### src/rtl/rtc_pkg.sv
// Shared constants, types and helper functions for the BCD clock bank.
// Assumes the register window is eight bytes and every field is packed BCD.
package rtc_pkg;

    localparam int NUM_REGS = 8;

    // Register offsets inside the window (the cascade order depends on them)
    localparam int IX_CTRL = 0;
    localparam int IX_SEC  = 1;
    localparam int IX_MIN  = 2;
    localparam int IX_HOUR = 3;
    localparam int IX_DAY  = 4;
    localparam int IX_DATE = 5;
    localparam int IX_MON  = 6;
    localparam int IX_YEAR = 7;

    typedef logic [NUM_REGS-1:0][7:0] reg_bank_t;

    // Packed-BCD increment without range check
    function automatic logic [7:0] bcd_inc(input logic [7:0] v);
        if (v[3:0] >= 4'd9) return {v[7:4] + 4'd1, 4'h0};
        else                return {v[7:4], v[3:0] + 4'd1};
    endfunction

    // Bits that belong to the time value of each field
    function automatic logic [7:0] field_mask(input int idx);
        case (idx)
            IX_CTRL: return 8'h3F;
            IX_SEC:  return 8'h7F;
            IX_MIN:  return 8'h7F;
            IX_HOUR: return 8'h3F;
            IX_DAY:  return 8'h07;
            IX_DATE: return 8'h3F;
            IX_MON:  return 8'h1F;
            default: return 8'hFF;
        endcase
    endfunction

    // Value a field returns to after its rollover
    function automatic logic [7:0] field_min(input int idx);
        case (idx)
            IX_DAY, IX_DATE, IX_MON: return 8'h01;
            default:                 return 8'h00;
        endcase
    endfunction

    // Last value of each field (date is replaced by the month table)
    function automatic logic [7:0] field_max(input int idx);
        case (idx)
            IX_CTRL: return 8'h39;
            IX_SEC:  return 8'h59;
            IX_MIN:  return 8'h59;
            IX_HOUR: return 8'h23;
            IX_DAY:  return 8'h07;
            IX_DATE: return 8'h31;
            IX_MON:  return 8'h12;
            default: return 8'h99;
        endcase
    endfunction

    // Value after reset
    function automatic logic [7:0] field_reset(input int idx);
        case (idx)
            IX_CTRL:                 return 8'h20;
            IX_DAY, IX_DATE, IX_MON: return 8'h01;
            default:                 return 8'h00;
        endcase
    endfunction

    // Last date of a month in BCD, year divisible by four is a leap year
    function automatic logic [7:0] month_days(input logic [7:0] mon, input logic [7:0] year);
        logic [7:0] yb;
        yb = ({4'd0, year[7:4]} * 8'd10) + {4'd0, year[3:0]};
        case (mon)
            8'h02:                      return (yb[1:0] == 2'b00) ? 8'h29 : 8'h28;
            8'h04, 8'h06, 8'h09, 8'h11: return 8'h30;
            default:                    return 8'h31;
        endcase
    endfunction

endpackage

### src/rtl/rtc_bcd_field.sv
// One packed-BCD counter field with load, increment and wrap to a minimum.
// Assumes load and inc are never asserted together by the owner.
module rtc_bcd_field
    import rtc_pkg::*;
#(
    parameter logic [7:0] MIN_VAL   = 8'h00,
    parameter logic [7:0] RESET_VAL = 8'h00,
    parameter logic [7:0] MASK      = 8'hFF
) (
    input  logic       clk,
    input  logic       rst_n,
    input  logic       inc,
    input  logic       load,
    input  logic [7:0] load_val,
    input  logic [7:0] max_val,
    output logic [7:0] val,
    output logic       wrap
);

    logic [7:0] val_q;

    assign val  = val_q;
    assign wrap = inc && (val_q >= max_val);

    // Field register: reset, software load, or BCD step with rollover
    always_ff @(posedge clk) begin
        if (!rst_n)    val_q <= RESET_VAL;
        else if (load) val_q <= load_val & MASK;
        else if (inc)  val_q <= wrap ? MIN_VAL : (bcd_inc(val_q) & MASK);
    end

    // Rollover lands on the field's minimum
    assert_wrap_to_min_R3: assert property (@(posedge clk) disable iff (!rst_n)
        (wrap && !load) |=> (val_q == MIN_VAL));

    // A step from valid BCD keeps the units digit decimal
    assert_bcd_units_R2: assert property (@(posedge clk) disable iff (!rst_n)
        (inc && !load && val_q[3:0] <= 4'd9 && val_q[7:4] <= 4'd9) |=> (val_q[3:0] <= 4'd9));

endmodule

### src/rtl/rtc_chain.sv
// The cascade of eight BCD fields: seconds up to century.
// Assumes adv is a single-cycle advance request and load is exclusive with it.
module rtc_chain
    import rtc_pkg::*;
(
    input  logic      clk,
    input  logic      rst_n,
    input  logic      adv,
    input  logic      load,
    input  reg_bank_t load_vals,
    output reg_bank_t vals
);

    logic [NUM_REGS-1:0] inc_v;
    logic [NUM_REGS-1:0] wrap_v;
    reg_bank_t           max_v;
    logic                unused_wraps;

    assign unused_wraps = wrap_v[IX_CTRL] ^ wrap_v[IX_DAY];

    // Carry network: each field steps on the rollover of the one below it
    always_comb begin
        inc_v          = '0;
        inc_v[IX_SEC]  = adv;
        inc_v[IX_MIN]  = wrap_v[IX_SEC];
        inc_v[IX_HOUR] = wrap_v[IX_MIN];
        inc_v[IX_DAY]  = wrap_v[IX_HOUR];
        inc_v[IX_DATE] = wrap_v[IX_HOUR];
        inc_v[IX_MON]  = wrap_v[IX_DATE];
        inc_v[IX_YEAR] = wrap_v[IX_MON];
        inc_v[IX_CTRL] = wrap_v[IX_YEAR];
    end

    // One field per register slot; the date limit comes from the month table
    for (genvar i = 0; i < NUM_REGS; i++) begin : g_field
        if (i == IX_DATE) begin : g_date_max
            assign max_v[i] = month_days(vals[IX_MON], vals[IX_YEAR]);
        end else begin : g_fixed_max
            assign max_v[i] = field_max(i);
        end

        rtc_bcd_field #(
            .MIN_VAL  (field_min(i)),
            .RESET_VAL(field_reset(i)),
            .MASK     (field_mask(i))
        ) i_field (
            .clk     (clk),
            .rst_n   (rst_n),
            .inc     (inc_v[i]),
            .load    (load),
            .load_val(load_vals[i]),
            .max_val (max_v[i]),
            .val     (vals[i]),
            .wrap    (wrap_v[i])
        );
    end

    // Without an advance or a load nothing moves
    assert_no_advance_R5: assert property (@(posedge clk) disable iff (!rst_n)
        (!adv && !load) |=> $stable(vals));

    // A stepped date stays within 01..31
    assert_date_range_R4: assert property (@(posedge clk) disable iff (!rst_n)
        (inc_v[IX_DATE] && !load) |=> (vals[IX_DATE] != 8'h00 && vals[IX_DATE] <= 8'h31));

endmodule

### src/rtl/rtc_byte_ram.sv
// Plain byte RAM for the space under the clock window.
// Assumes callers only write addresses below DEPTH; reads above return zero.
module rtc_byte_ram #(
    parameter int ADDR_W = 6,
    parameter int DEPTH  = 56
) (
    input  logic              clk,
    input  logic              we,
    input  logic [ADDR_W-1:0] addr,
    input  logic [7:0]        wdata,
    output logic [7:0]        rdata
);

    logic [7:0] mem [DEPTH];

    // Store a byte on a write strobe
    always_ff @(posedge clk) begin
        if (we && (int'(addr) < DEPTH)) mem[addr] <= wdata;
    end

    // Asynchronous read, owner registers the result
    always_comb begin
        rdata = (int'(addr) < DEPTH) ? mem[addr] : 8'h00;
    end

endmodule

### src/rtl/rtc_bank.sv
// Top of the BCD clock bank: bus decode, hold bits, visible copy and RAM.
// Assumes bus strobes are synchronous to clk and tick is one cycle wide.
module rtc_bank
    import rtc_pkg::*;
#(
    parameter int ADDR_W = 6
) (
    input  logic              clk,
    input  logic              rst_n,
    input  logic              tick,
    input  logic              cs_n,
    input  logic              oe_n,
    input  logic              we_n,
    input  logic [ADDR_W-1:0] addr,
    input  logic [7:0]        wdata,
    output logic [7:0]        rdata
);

    localparam int              RAM_DEPTH = (2 ** ADDR_W) - NUM_REGS;
    localparam logic [ADDR_W-1:0] WIN_BASE = ADDR_W'(RAM_DEPTH);

    logic       wr_cyc, rd_cyc, in_win;
    logic [2:0] sel;
    logic       w_bit, r_bit, stop_bit, ft_bit, load_pend;
    logic       adv;
    reg_bank_t  cnt, hold_q;
    logic [7:0] view, ram_rd, rdata_q;

    assign wr_cyc = !cs_n && !we_n;
    assign rd_cyc = !cs_n && !oe_n && we_n;
    assign in_win = (addr >= WIN_BASE);
    assign sel    = addr[2:0];
    assign adv    = tick && !w_bit && !stop_bit && !load_pend;
    assign rdata  = rdata_q;

    // Status bits: holds, stop and frequency test; flag a transfer on write-hold release
    always_ff @(posedge clk) begin
        if (!rst_n) begin
            w_bit     <= 1'b0;
            r_bit     <= 1'b0;
            stop_bit  <= 1'b0;
            ft_bit    <= 1'b0;
            load_pend <= 1'b0;
        end else begin
            load_pend <= 1'b0;
            if (wr_cyc && in_win) begin
                case (int'(sel))
                    IX_CTRL: begin
                        w_bit     <= wdata[7];
                        r_bit     <= wdata[6];
                        load_pend <= w_bit && !wdata[7];
                    end
                    IX_SEC:  stop_bit <= wdata[7];
                    IX_DAY:  ft_bit   <= wdata[6];
                    default: ;
                endcase
            end
        end
    end

    // Visible copy: takes held writes, otherwise follows the counters unless frozen
    always_ff @(posedge clk) begin
        if (!rst_n) begin
            for (int i = 0; i < NUM_REGS; i++) hold_q[i] <= field_reset(i);
        end else if (wr_cyc && in_win && w_bit) begin
            hold_q[sel] <= wdata & field_mask(int'(sel));
        end else if (!r_bit && !w_bit && !load_pend) begin
            hold_q <= cnt;
        end
    end

    rtc_chain i_chain (
        .clk      (clk),
        .rst_n    (rst_n),
        .adv      (adv),
        .load     (load_pend),
        .load_vals(hold_q),
        .vals     (cnt)
    );

    rtc_byte_ram #(
        .ADDR_W(ADDR_W),
        .DEPTH (RAM_DEPTH)
    ) i_ram (
        .clk  (clk),
        .we   (wr_cyc && !in_win),
        .addr (addr),
        .wdata(wdata),
        .rdata(ram_rd)
    );

    // Read view of the window with the status bits merged in
    always_comb begin
        case (int'(sel))
            IX_CTRL: view = {w_bit, r_bit, hold_q[IX_CTRL][5:0]};
            IX_SEC:  view = {stop_bit, hold_q[IX_SEC][6:0]};
            IX_DAY:  view = {1'b1, ft_bit, 3'b000, hold_q[IX_DAY][2:0]};
            default: view = hold_q[sel];
        endcase
    end

    // Registered read data, zero outside read cycles
    always_ff @(posedge clk) begin
        if (!rst_n)      rdata_q <= 8'h00;
        else if (rd_cyc) rdata_q <= in_win ? view : ram_rd;
        else             rdata_q <= 8'h00;
    end

    // Read-hold keeps the visible copy still while write-hold is off
    assert_snapshot_still_R8: assert property (@(posedge clk) disable iff (!rst_n)
        (r_bit && !w_bit) |=> $stable(hold_q));

endmodule

### config.mk
export PLATFORM = sky130hd
export DESIGN_NAME = rtc_bank
export DESIGN_NICKNAME = d
export VERILOG_FILES = /design/src/rtl/rtc_pkg.sv /design/src/rtl/rtc_bcd_field.sv /design/src/rtl/rtc_chain.sv /design/src/rtl/rtc_byte_ram.sv /design/src/rtl/rtc_bank.sv
export SDC_FILE = /design/constraint.sdc
export NUM_CORES = 1
export LEC_CHECK = 0
export ABC_CLOCK_PERIOD_IN_PS = 8050
export BUFFER_PORTS_ARGS = -buffer_cell sky130_fd_sc_hd__buf_4
export CAP_MARGIN = 20
export CORE_MARGIN = 2
export CORE_UTILIZATION = 60
export CTS_CLUSTER_DIAMETER = 80
export DETAILED_ROUTE_END_ITERATION = 8
export PLACE_DENSITY_LB_ADDON = 0.3
export SLEW_MARGIN = 10
export SYNTH_ARGS = -nofsm -noshare
export SYNTH_HDL_FRONTEND = slang
export SYNTH_HIERARCHICAL = 1
export SYNTH_SLANG_ARGS = --single-unit
### constraint.sdc
create_clock -name clk -period 8.05 [get_ports clk]
set_input_delay 0.4025 -clock clk [delete_from_list [all_inputs] [get_ports clk]]
set_output_delay 0.4025 -clock clk [all_outputs]
set_load 0.02 [all_outputs]
# == Yosys cells after proc, flatten, opt, wreduce, memory -nomap -nowiden ==
# Memory sizes are Yosys's and may differ from the RTL's.
# Cells that the tools add are included.
# classes
n_mul,1
n_bitwise,1
n_eq_ne,11
reduce_logical,63
muxes,49
n_addsub,16
order_cmp,20
# op_table
op,count
2-to-1 mux 64 bit,2
2-to-1 mux 8 bit,10
2-to-1 mux 6 bit,12
bitwise mux 64 bit,1
2-to-1 mux 7 bit,8
"adder 4 x 1 -> 4 bit, second input constant",8
"greater-or-equal comparator 4 bit, second input constant",8
one-hot mux 8 bit (4 select lines),1
binary-select mux 8 bit (select 3 bit),1
demux 8 bit (select 3 bit),1
one-hot mux 8 bit (3 select lines),1
logical AND 1 bit,22
AND reduction 2 bit,11
nonzero test 3 bit,7
2-to-1 mux 5 bit,4
"greater-or-equal comparator 6 bit, second input constant",3
one-hot mux 8 bit (2 select lines),1
nonzero test 2 bit,8
"greater-or-equal comparator 7 bit, second input constant",2
2-to-1 mux 3 bit,4
"equality test 5 x 3 -> 1 bit, second input constant",2
"adder 3 x 1 -> 3 bit, second input constant",3
"equality test 3 bit, second input constant",3
zero test 1 bit,9
other kinds (24),29
# word_totals
memories,1
ramBits,448
out_inout_bits,8
ff_bits,125
# mem_list
memory,depth,word_bits,read_ports,rd_clocked_by_memory_dff,wr,line,text
i_ram.mem,56,8,1,0,1,rtc_byte_ram.sv:14,logic [7:0] mem [DEPTH];

# == Depth between registers and ports, before layout ==
# Gate-level depths: netlist (run 1).
# logic_depth
word_depth,14
ltp_mapped,23

# == Modules after synthesis ==
# The synthesis (run 1) kept the hierarchy.
# modules_own_cells
mod,n_inst,cells_each,area_per_inst_um2
rtc_byte_ram,1,996,17569.4
rtc_bank,1,399,3637.2
rtc_bcd_field (i_chain.g_field[7].i_field),1,97,785.8
rtc_bcd_field (i_chain.g_field[2].i_field),1,81,655.6
rtc_bcd_field (i_chain.g_field[1].i_field),1,81,653.1
rtc_bcd_field (i_chain.g_field[3].i_field),1,77,635.6
rtc_bcd_field (i_chain.g_field[0].i_field),1,75,605.6
rtc_bcd_field (i_chain.g_field[5].i_field),1,75,588.1
rtc_bcd_field (i_chain.g_field[6].i_field),1,61,496.7
rtc_bcd_field (i_chain.g_field[4].i_field),1,37,310.3
rtc_chain,1,13,93.8

# == Worst setup path after synthesis (run 1) ==
# OpenSTA, ideal clock, no wires.
# synth_path
kind,register to register
startpoint,register load_pend
endpoint,register i_chain.g_field[0].i_field.val_q[4]
stages_incl_launch_ff,21
setup_ns,0.129
slack_ns,2.596
arrival_time_ns,5.324
cell_sequence,dfxtp_1 -> nor4b_1 -> clkbuf_1 -> nor2b_1 -> clkbuf_1 -> nor2b_1 -> inv_1 -> nor2_1 -> buf_2 -> and2_2 -> nor4b_1 -> o21ai_0 -> a21oi_2 -> clkbuf_1 -> nor2b_1 -> buf_2 -> nor3b_1 -> nand3_1 -> or4_1 -> a311oi_1 -> nor3_1
# synth_between
elab_chain_len,12
# synth_lines
element,line,text
from (decl),rtc_bank.sv:24,"logic w_bit, r_bit, stop_bit, ft_bit, load_pend;"
from (signal assigned),rtc_bank.sv:51,load_pend <= w_bit && !wdata[7];
zero test 1 bit (*),rtc_bank.sv:33,assign adv = tick && !w_bit && !stop_bit && !load_pend;
logical AND 1 bit (*),rtc_bank.sv:33,
named net adv,rtc_bank.sv:25,logic adv;
logical AND 1 bit (*),rtc_bcd_field.sv:23,assign wrap = inc && (val_q >= max_val);
named net i_chain.inc_v[2],rtc_chain.sv:14,logic [NUM_REGS-1:0] inc_v;
logical AND 1 bit (*),rtc_bcd_field.sv:23,
named net i_chain.inc_v[3],rtc_chain.sv:14,
logical AND 1 bit (*),rtc_bcd_field.sv:23,
named net i_chain.inc_v[4],rtc_chain.sv:14,
[1 not listed],--,
named net i_chain.inc_v[6],rtc_chain.sv:14,
logical AND 1 bit (*),rtc_bcd_field.sv:23,
named net i_chain.inc_v[7],rtc_chain.sv:14,
logical AND 1 bit (*),rtc_bcd_field.sv:23,
named net i_chain.inc_v[0],rtc_chain.sv:14,
logical AND 1 bit,rtc_bcd_field.sv:23,
2-to-1 mux 6 bit (2 in series),rtc_bcd_field.sv:29,else if (inc) val_q <= wrap ? MIN_VAL : (bcd_inc(val_q) & MASK);
2-to-1 mux 6 bit,rtc_bcd_field.sv:28,else if (load) val_q <= load_val & MASK;
to (signal assigned),rtc_bcd_field.sv:28,
to (signal assigned),rtc_bcd_field.sv:29,
to (decl),rtc_bcd_field.sv:20,logic [7:0] val_q;
# Mark *: on every way through the listed nets, which the timed path passes. The rest lies on a longest branch. The select of a mux whose other input is x is not followed.
# A chain may end at the register's enable or synchronous reset.

# == Worst setup path after layout (run 1) ==
# layout_path
startpoint,register i_chain.g_field[1].i_field.val_q[0]
endpoint,register i_chain.g_field[0].i_field.val_q[5]
# layout_between
elab_chain_len,11
# layout_lines
element,line
from (decl),rtc_bcd_field.sv:20
from (signal assigned),rtc_bcd_field.sv:28
from (signal assigned),rtc_bcd_field.sv:29
greater-or-equal comparator 7 bit (*),rtc_bcd_field.sv:23
logical AND 1 bit (*),rtc_bcd_field.sv:23
named net i_chain.inc_v[2],rtc_chain.sv:14
logical AND 1 bit (*),rtc_bcd_field.sv:23
named net i_chain.inc_v[3],rtc_chain.sv:14
logical AND 1 bit (*),rtc_bcd_field.sv:23
named net i_chain.inc_v[4],rtc_chain.sv:14
logical AND 1 bit (*),rtc_bcd_field.sv:23
named net i_chain.inc_v[6],rtc_chain.sv:14
logical AND 1 bit (*),rtc_bcd_field.sv:23
named net i_chain.inc_v[7],rtc_chain.sv:14
logical AND 1 bit (*),rtc_bcd_field.sv:23
named net i_chain.inc_v[0],rtc_chain.sv:14
logical AND 1 bit,rtc_bcd_field.sv:23
2-to-1 mux 6 bit (2 in series),rtc_bcd_field.sv:29
2-to-1 mux 6 bit,rtc_bcd_field.sv:28
# Marked as above.

==> metrics.cfg, run 1 <==
[timing]
report.final.slew_viol_count = 0
rsz0062_at_grt = false
setup_violations = 0
max_clock_freq_ghz = 0.172
setup-tns-final_ps = 0
tightest_slew_ps = 1140
fin_skew_ps = 44.1
hold_viol = 0
fin_crit_sh = 0.721
timing.slew.headroom = 0.239
min_period_ps = 5800

[clock_tree]
clockRootBuffer = clkbuf_16
ctsResizeCount = 0
clk_transition_reported_paths_ps = 60
holdBufCountCts = 0
cts_buffers = 56
cts_max_path_buffers = 3
post_cts_buffers = 0
htree_levels = 2
cts_sinks = 565
clk_latency_ps = 620
cts_tree = done

[power]
p_seq_frac = 0.518
p_leak_nw = 9.64
switchingPower_mw = 1.38
vdd_drop_max_mv = 0.192
total_power_mw = 6.10
p_comb_frac = 0.059
pwr-share-clk = 0.423
swShare = 0.226
p_int_mw = 4.73
p_per_area_nw_per_um2 = 216

[critical_path]
critPathKind = flop to flop
cp.arrival_ps = 6280
cp.required_ps = 8530
regToRegSetupSlack_ps = 2250
slowest_delay_ps = 650
critPathMaxFanout = 21
crit_path_end_kind = flop
cp-start-kind = flop
path_delay_family = simple AND/OR/NAND/NOR gates
path_buf_inv = 5
path_cells = inv_1, ha_1, nor3b_2, o21ai_1, a21oi_1, nor2b_1, nor2b_1, buf_4, inv_1, nor2_1, buf_4, and2_2, nor4b_1, o21ai_0, a21oi_2, buf_4, nor2b_1, nor3b_1, nand3_1, nor4_2, nor3_1, o31ai_1
crit_path_top_delay_cell = nor2b_1

[placement]
portBuffers = 27
hpwl_um = 42000
routabilityCongestion = 0.913
dp_cells = 2485
placed_cell_area_um2 = 26400

[global_route]
track_usage = 0.309
antenna_found_initial = 3
grt_pass1_wl_um = 104000
globalRouteOverflowTotal = 0
grt_max_degree = 65
grt_pass1_vias = 17200

[synth]
synthCells = 1956
yosys_warnings = 6
synth.avg_cell_area_um2 = 13.1
syn_area_um2 = 25700

[routing]
via_per_inst = 6.83
wl_per_cell_um = 26.3
dr.pass1.iters = 6
dr_total_vias = 17700
drt-initial-drc-count = 2364
drc = 0
routed_wl_um = 68300
ant_nets = 0

[final_layout]
regArea_um2 = 15800
multi_input_area_um2 = 9210
final_util = 0.670
final_cell_mix = 448 x edfxtp_1, 137 x nor2_1, 116 x dfxtp_1
fin_cells = 2592
fin_area_um2 = 28200
layout_commonest_cell = edfxtp_1
nets = 2098
drive_gt1_frac = 0.118
area_delta_synth_final_pct = 9.76
num-fill-cells = 2951

[floorplan]
start_util = 0.610
die_y_um = 211
core_um2 = 42100
dieArea_um2 = 44500
die_w_um = 211
io_pins = 28
fp-row-count = 75

[hold_path]
worstHoldPathType = input port to flop

[run]
drv_cap = 0

[run_status]
outcome = finished clean

## stage by stage
| stage | worst slack (ps) | hold WS (ps) |
|---|---|---|
| floorplan | 2620 | 427 |
| global placement | 2640 | 438 |
| detailed placement | 2390 | 442 |
| CTS | 2320 | 229 |
| global route | 1740 | 282 |
| finish | 2250 | 272 |
## routing by layer
metal	GRT usage	vias to the layer above	wire length, µm	part of all wire
met4	0.113	2	2350	0.034
met3	0.0668	175	8320	0.12
met1	0.420	8688	25300	0.37
li1	-	7682	-	-
met2	0.497	1163	32300	0.47
met5	0	-	9	0.00013
## worst reg2reg max path: cells and delay by family (launching register included)
| kind | cells | cell delay [ps] |
|---|---|---|
| fa+ha+maj | 1 | 310 |
| buf+inv | 5 | 920 |
| compound gates | 5 | 850 |
| simple gates | 11 | 3180 |
| flops | 1 | 430 |
## final cells by class
type | count | area share
clock buffer | 77 | 0.0569
inverter | 82 | 0.0109
clock inverter | 28 | 0.00829
multi-input combinational | 1249 | 0.326
antenna | 1 | 0.0000887
sequential | 565 | 0.560
tap | 539 | 0.0239
timing repair buffer | 51 | 0.0136
## power by group through the flow
| stage | logic, mW | registers [mW] | clock network (mW) |
|---|---|---|---|
| 3_3_place_gp | 0.339 | 3.22 | 0 |
| 4_1_cts | 0.348 | 3.16 | 2.60 |
| 6_report | 0.362 | 3.16 | 2.58 |
| 2_1_floorplan | 0.209 | 3.22 | 0 |
| 5_1_grt | 0.379 | 3.16 | 2.72 |
| 3_5_place_dp | 0.346 | 3.23 | 0 |
## registers in the layout, summed over array words and instances (netlist names)
signal                       flops
rdata                            8
stop_bit                         1
i_ram/mem                      448
ft_bit                           1
w_bit                            1
i_chain/g_field.i_field/val     48
load_pend                        1
r_bit                            1
hold_q                          56
## final timing paths
path	from	endpoint	depth (start not counted)
worst min register to register	hold_q[54]$_SDFFE_PN0P_	hold_q[54]$_SDFFE_PN0P_	2
worst max register to register	i_chain/g_field[1].i_field/val[0]$_SDFFE_PN0P_	i_chain/g_field[0].i_field/val[5]$_SDFFE_PN1P_	22
worst min-delay path	oe_n	rdata[5]$_SDFF_PN0_	3
worst max-delay path	i_chain/g_field[1].i_field/val[0]$_SDFFE_PN0P_	i_chain/g_field[0].i_field/val[5]$_SDFFE_PN1P_	22
Note: power is estimated with default switching activity, not from simulation.
==> inputs of run 2 (changes only) <==
- ABC_CLOCK_PERIOD_IN_PS: 8050 -> 5200
- CORE_UTILIZATION: 60 -> 57
- clock period: 8.05 -> 5.2 ns (I/O delays scaled with it)
==> run 2 against run 1 <==
  * Wire length rose by 1.8%
  * Global-route usage shrank 1.5 points
  * Clock power is 62% higher
  * Critical path type unchanged
  * Worst hold slack got worse by 230 ps
  * Non-clock buffer count up 11
  * Critical endpoint is now i_chain/g_field[0].i_field/val[4]$_SDFFE_PN0P_
  * Via count about the same
  * Worst setup slack worse by 1700 ps
  * Combinational power grew 57%
==> metrics.cfg, run 2 (synthesis results as in run 1) <==
[clock_tree]
ctsResizeCount = 0  ; unchanged
cts_tree = done
htree_levels = 2  ; unchanged
cts_buffers = 56  ; unchanged
cts_max_path_buffers = 3  ; unchanged
clk_transition_reported_paths_ps = 60  ; about the same
clk_latency_ps = 630  ; about the same
post_cts_buffers = 0  ; unchanged
cts_sinks = 565  ; unchanged
holdBufCountCts = 0  ; unchanged
clockRootBuffer = clkbuf_16

[global_route]
globalRouteOverflowTotal = 0  ; unchanged
grt_pass1_vias = 17000  ; -1.3%
grt_max_degree = 109  ; +68%
track_usage = 0.295  ; -0.0149
grt_pass1_wl_um = 104000  ; +0.46%
antenna_found_initial = 1  ; -2

[critical_path]
cp.required_ps = 5670  ; -2860 ps
cp.arrival_ps = 5120  ; -1160 ps
critPathMaxFanout = 16  ; -24%
critPathKind = flop to flop
cp-start-kind = flop
crit_path_end_kind = flop

[routing]
drc = 0  ; unchanged
ant_nets = 0  ; unchanged
routed_wl_um = 69500  ; +1.8%
dr_total_vias = 17700  ; +0.028%
wl_per_cell_um = 26.2  ; -0.69%
dr.pass1.iters = 6  ; unchanged
via_per_inst = 6.67  ; -2.4%
drt-initial-drc-count = 2434  ; +3.0%

[timing]
timing.slew.headroom = 0.251  ; +0.0123
rsz0062_at_grt = false
fin_skew_ps = 23.2  ; -21.0 ps
report.final.slew_viol_count = 0  ; unchanged
min_period_ps = 4650  ; -1160 ps
setup_violations = 0  ; unchanged
hold_viol = 0  ; unchanged
setup-tns-final_ps = 0  ; unchanged
max_clock_freq_ghz = 0.215  ; +25%
fin_crit_sh = 0.893  ; +0.173
tightest_slew_ps = 1120  ; -18.4 ps

[final_layout]
largest_reg_flops = 448  ; unchanged
drive_gt1_frac = 0.123  ; +0.00416
layout_commonest_cell = edfxtp_1
final_cell_mix = 448 x edfxtp_1, 137 x nor2_1, 116 x dfxtp_1
regArea_um2 = 15800  ; unchanged
area_delta_synth_final_pct = 10.8
fin_area_um2 = 28500  ; +0.94%
nets = 2109  ; +0.52%
multi_input_area_um2 = 9210  ; about the same
regMostFlops = i_ram/mem
final_util = 0.641  ; -0.0284
num-fill-cells = 3252  ; +10%

[run]
drv_cap = 0  ; unchanged

[run_status]
outcome = finished clean

[floorplan]
fp-row-count = 77  ; +2.7%
die_y_um = 216  ; +2.5%
io_pins = 28  ; unchanged
start_util = 0.579  ; -0.0313
core_um2 = 44400  ; +5.4%
die_w_um = 216  ; +2.5%
dieArea_um2 = 46800  ; +5.2%

[placement]
portBuffers = 27  ; unchanged
hpwl_um = 43000  ; +2.3%
placed_cell_area_um2 = 26500  ; +0.62%
routabilityCongestion = 0.992  ; +8.7%

[hold_path]
worstHoldPathType = input port to flop

[power]
vdd_drop_max_mv = 0.456  ; +140%
p_per_area_nw_per_um2 = 339  ; +57%
p_leak_nw = 9.74  ; +0.96%

run 2: cell count changes in the layout (fill, tap and decap cells not counted), sizes merged:
| cell | change |
|---|---|
| clkbuf | -4 |
| buf | +11 |
| clkinv | -1 |
| bufinv | +7 |
| inv | -1 |
run 2: path summary, 6_finish.rpt:
kind | startpoint | to | slack, ps | depth (start not counted)
max | i_chain/g_field[1].i_field/val[0]$_SDFFE_PN0P_ | i_chain/g_field[0].i_field/val[4]$_SDFFE_PN0P_ | 550 | 21
min | wdata[1] | i_ram/mem[53][1]$_DFFE_PP_ | 40 | 1
max reg2reg | i_chain/g_field[1].i_field/val[0]$_SDFFE_PN0P_ | i_chain/g_field[0].i_field/val[4]$_SDFFE_PN0P_ | 550 | 21
min reg2reg | hold_q[53]$_SDFFE_PN0P_ | hold_q[53]$_SDFFE_PN0P_ | 450 | 2
run 2: final cells by class:
class / instances / area share
sequential: 565 / 0.555
multi-input combinational: 1249 / 0.323
clock buffer: 73 / 0.0522
tap: 592 / 0.0260
timing repair buffer: 62 / 0.0176
clock inverter: 33 / 0.0152
inverter: 82 / 0.0108
antenna: 1 / 0.0000879
run 2: routing by layer:
metal | wire length, µm | GRT usage | vias to the layer above | part of all wire
li1 | - | - | 7697 | -
met1 | 27300 | 0.411 | 8736 | 0.39
met2 | 31100 | 0.446 | 1101 | 0.45
met3 | 8750 | 0.0887 | 179 | 0.13
met4 | 2290 | 0.0918 | 2 | 0.033
met5 | 12 | 0 | - | 0.00017
run 2: where the power goes:
part           internal, mW  switching (mW)  leakage, nW
clock                  2.47            1.72        0.930
sequential             4.89         0.00792         4.97
combinational         0.165           0.404         3.83
total                  7.53            2.13         9.74
run 2: worst max-delay path: stages, from the launching register on:
cell,delay (ps)
dfxtp_1,420
inv_1,110
ha_1,300
nor3b_2,40
o21ai_1,170
a21oi_1,90
nor2b_1,170
nor2b_2,160
buf_4,210
inv_1,80
nor2_1,400
and2_2,320
nor4b_1,220
o21ai_0,140
a21oi_2,130
nor2b_1,140
buf_4,180
nor3b_1,260
nand3_1,150
or4_1,460
a311oi_1,260
nor3_1,90
run 2: stage by stage:
stage	std cells	power (mW)	setup slack (ps)	hold WS, ps
floorplan	2021	5.32	62.2	322
global placement	2548	5.53	822	444
detailed placement	2549	5.54	717	445
CTS	2655	9.67	666	15.4
global route	2656	9.89	32.4	12.0
finish	2657	9.66	554	41.0
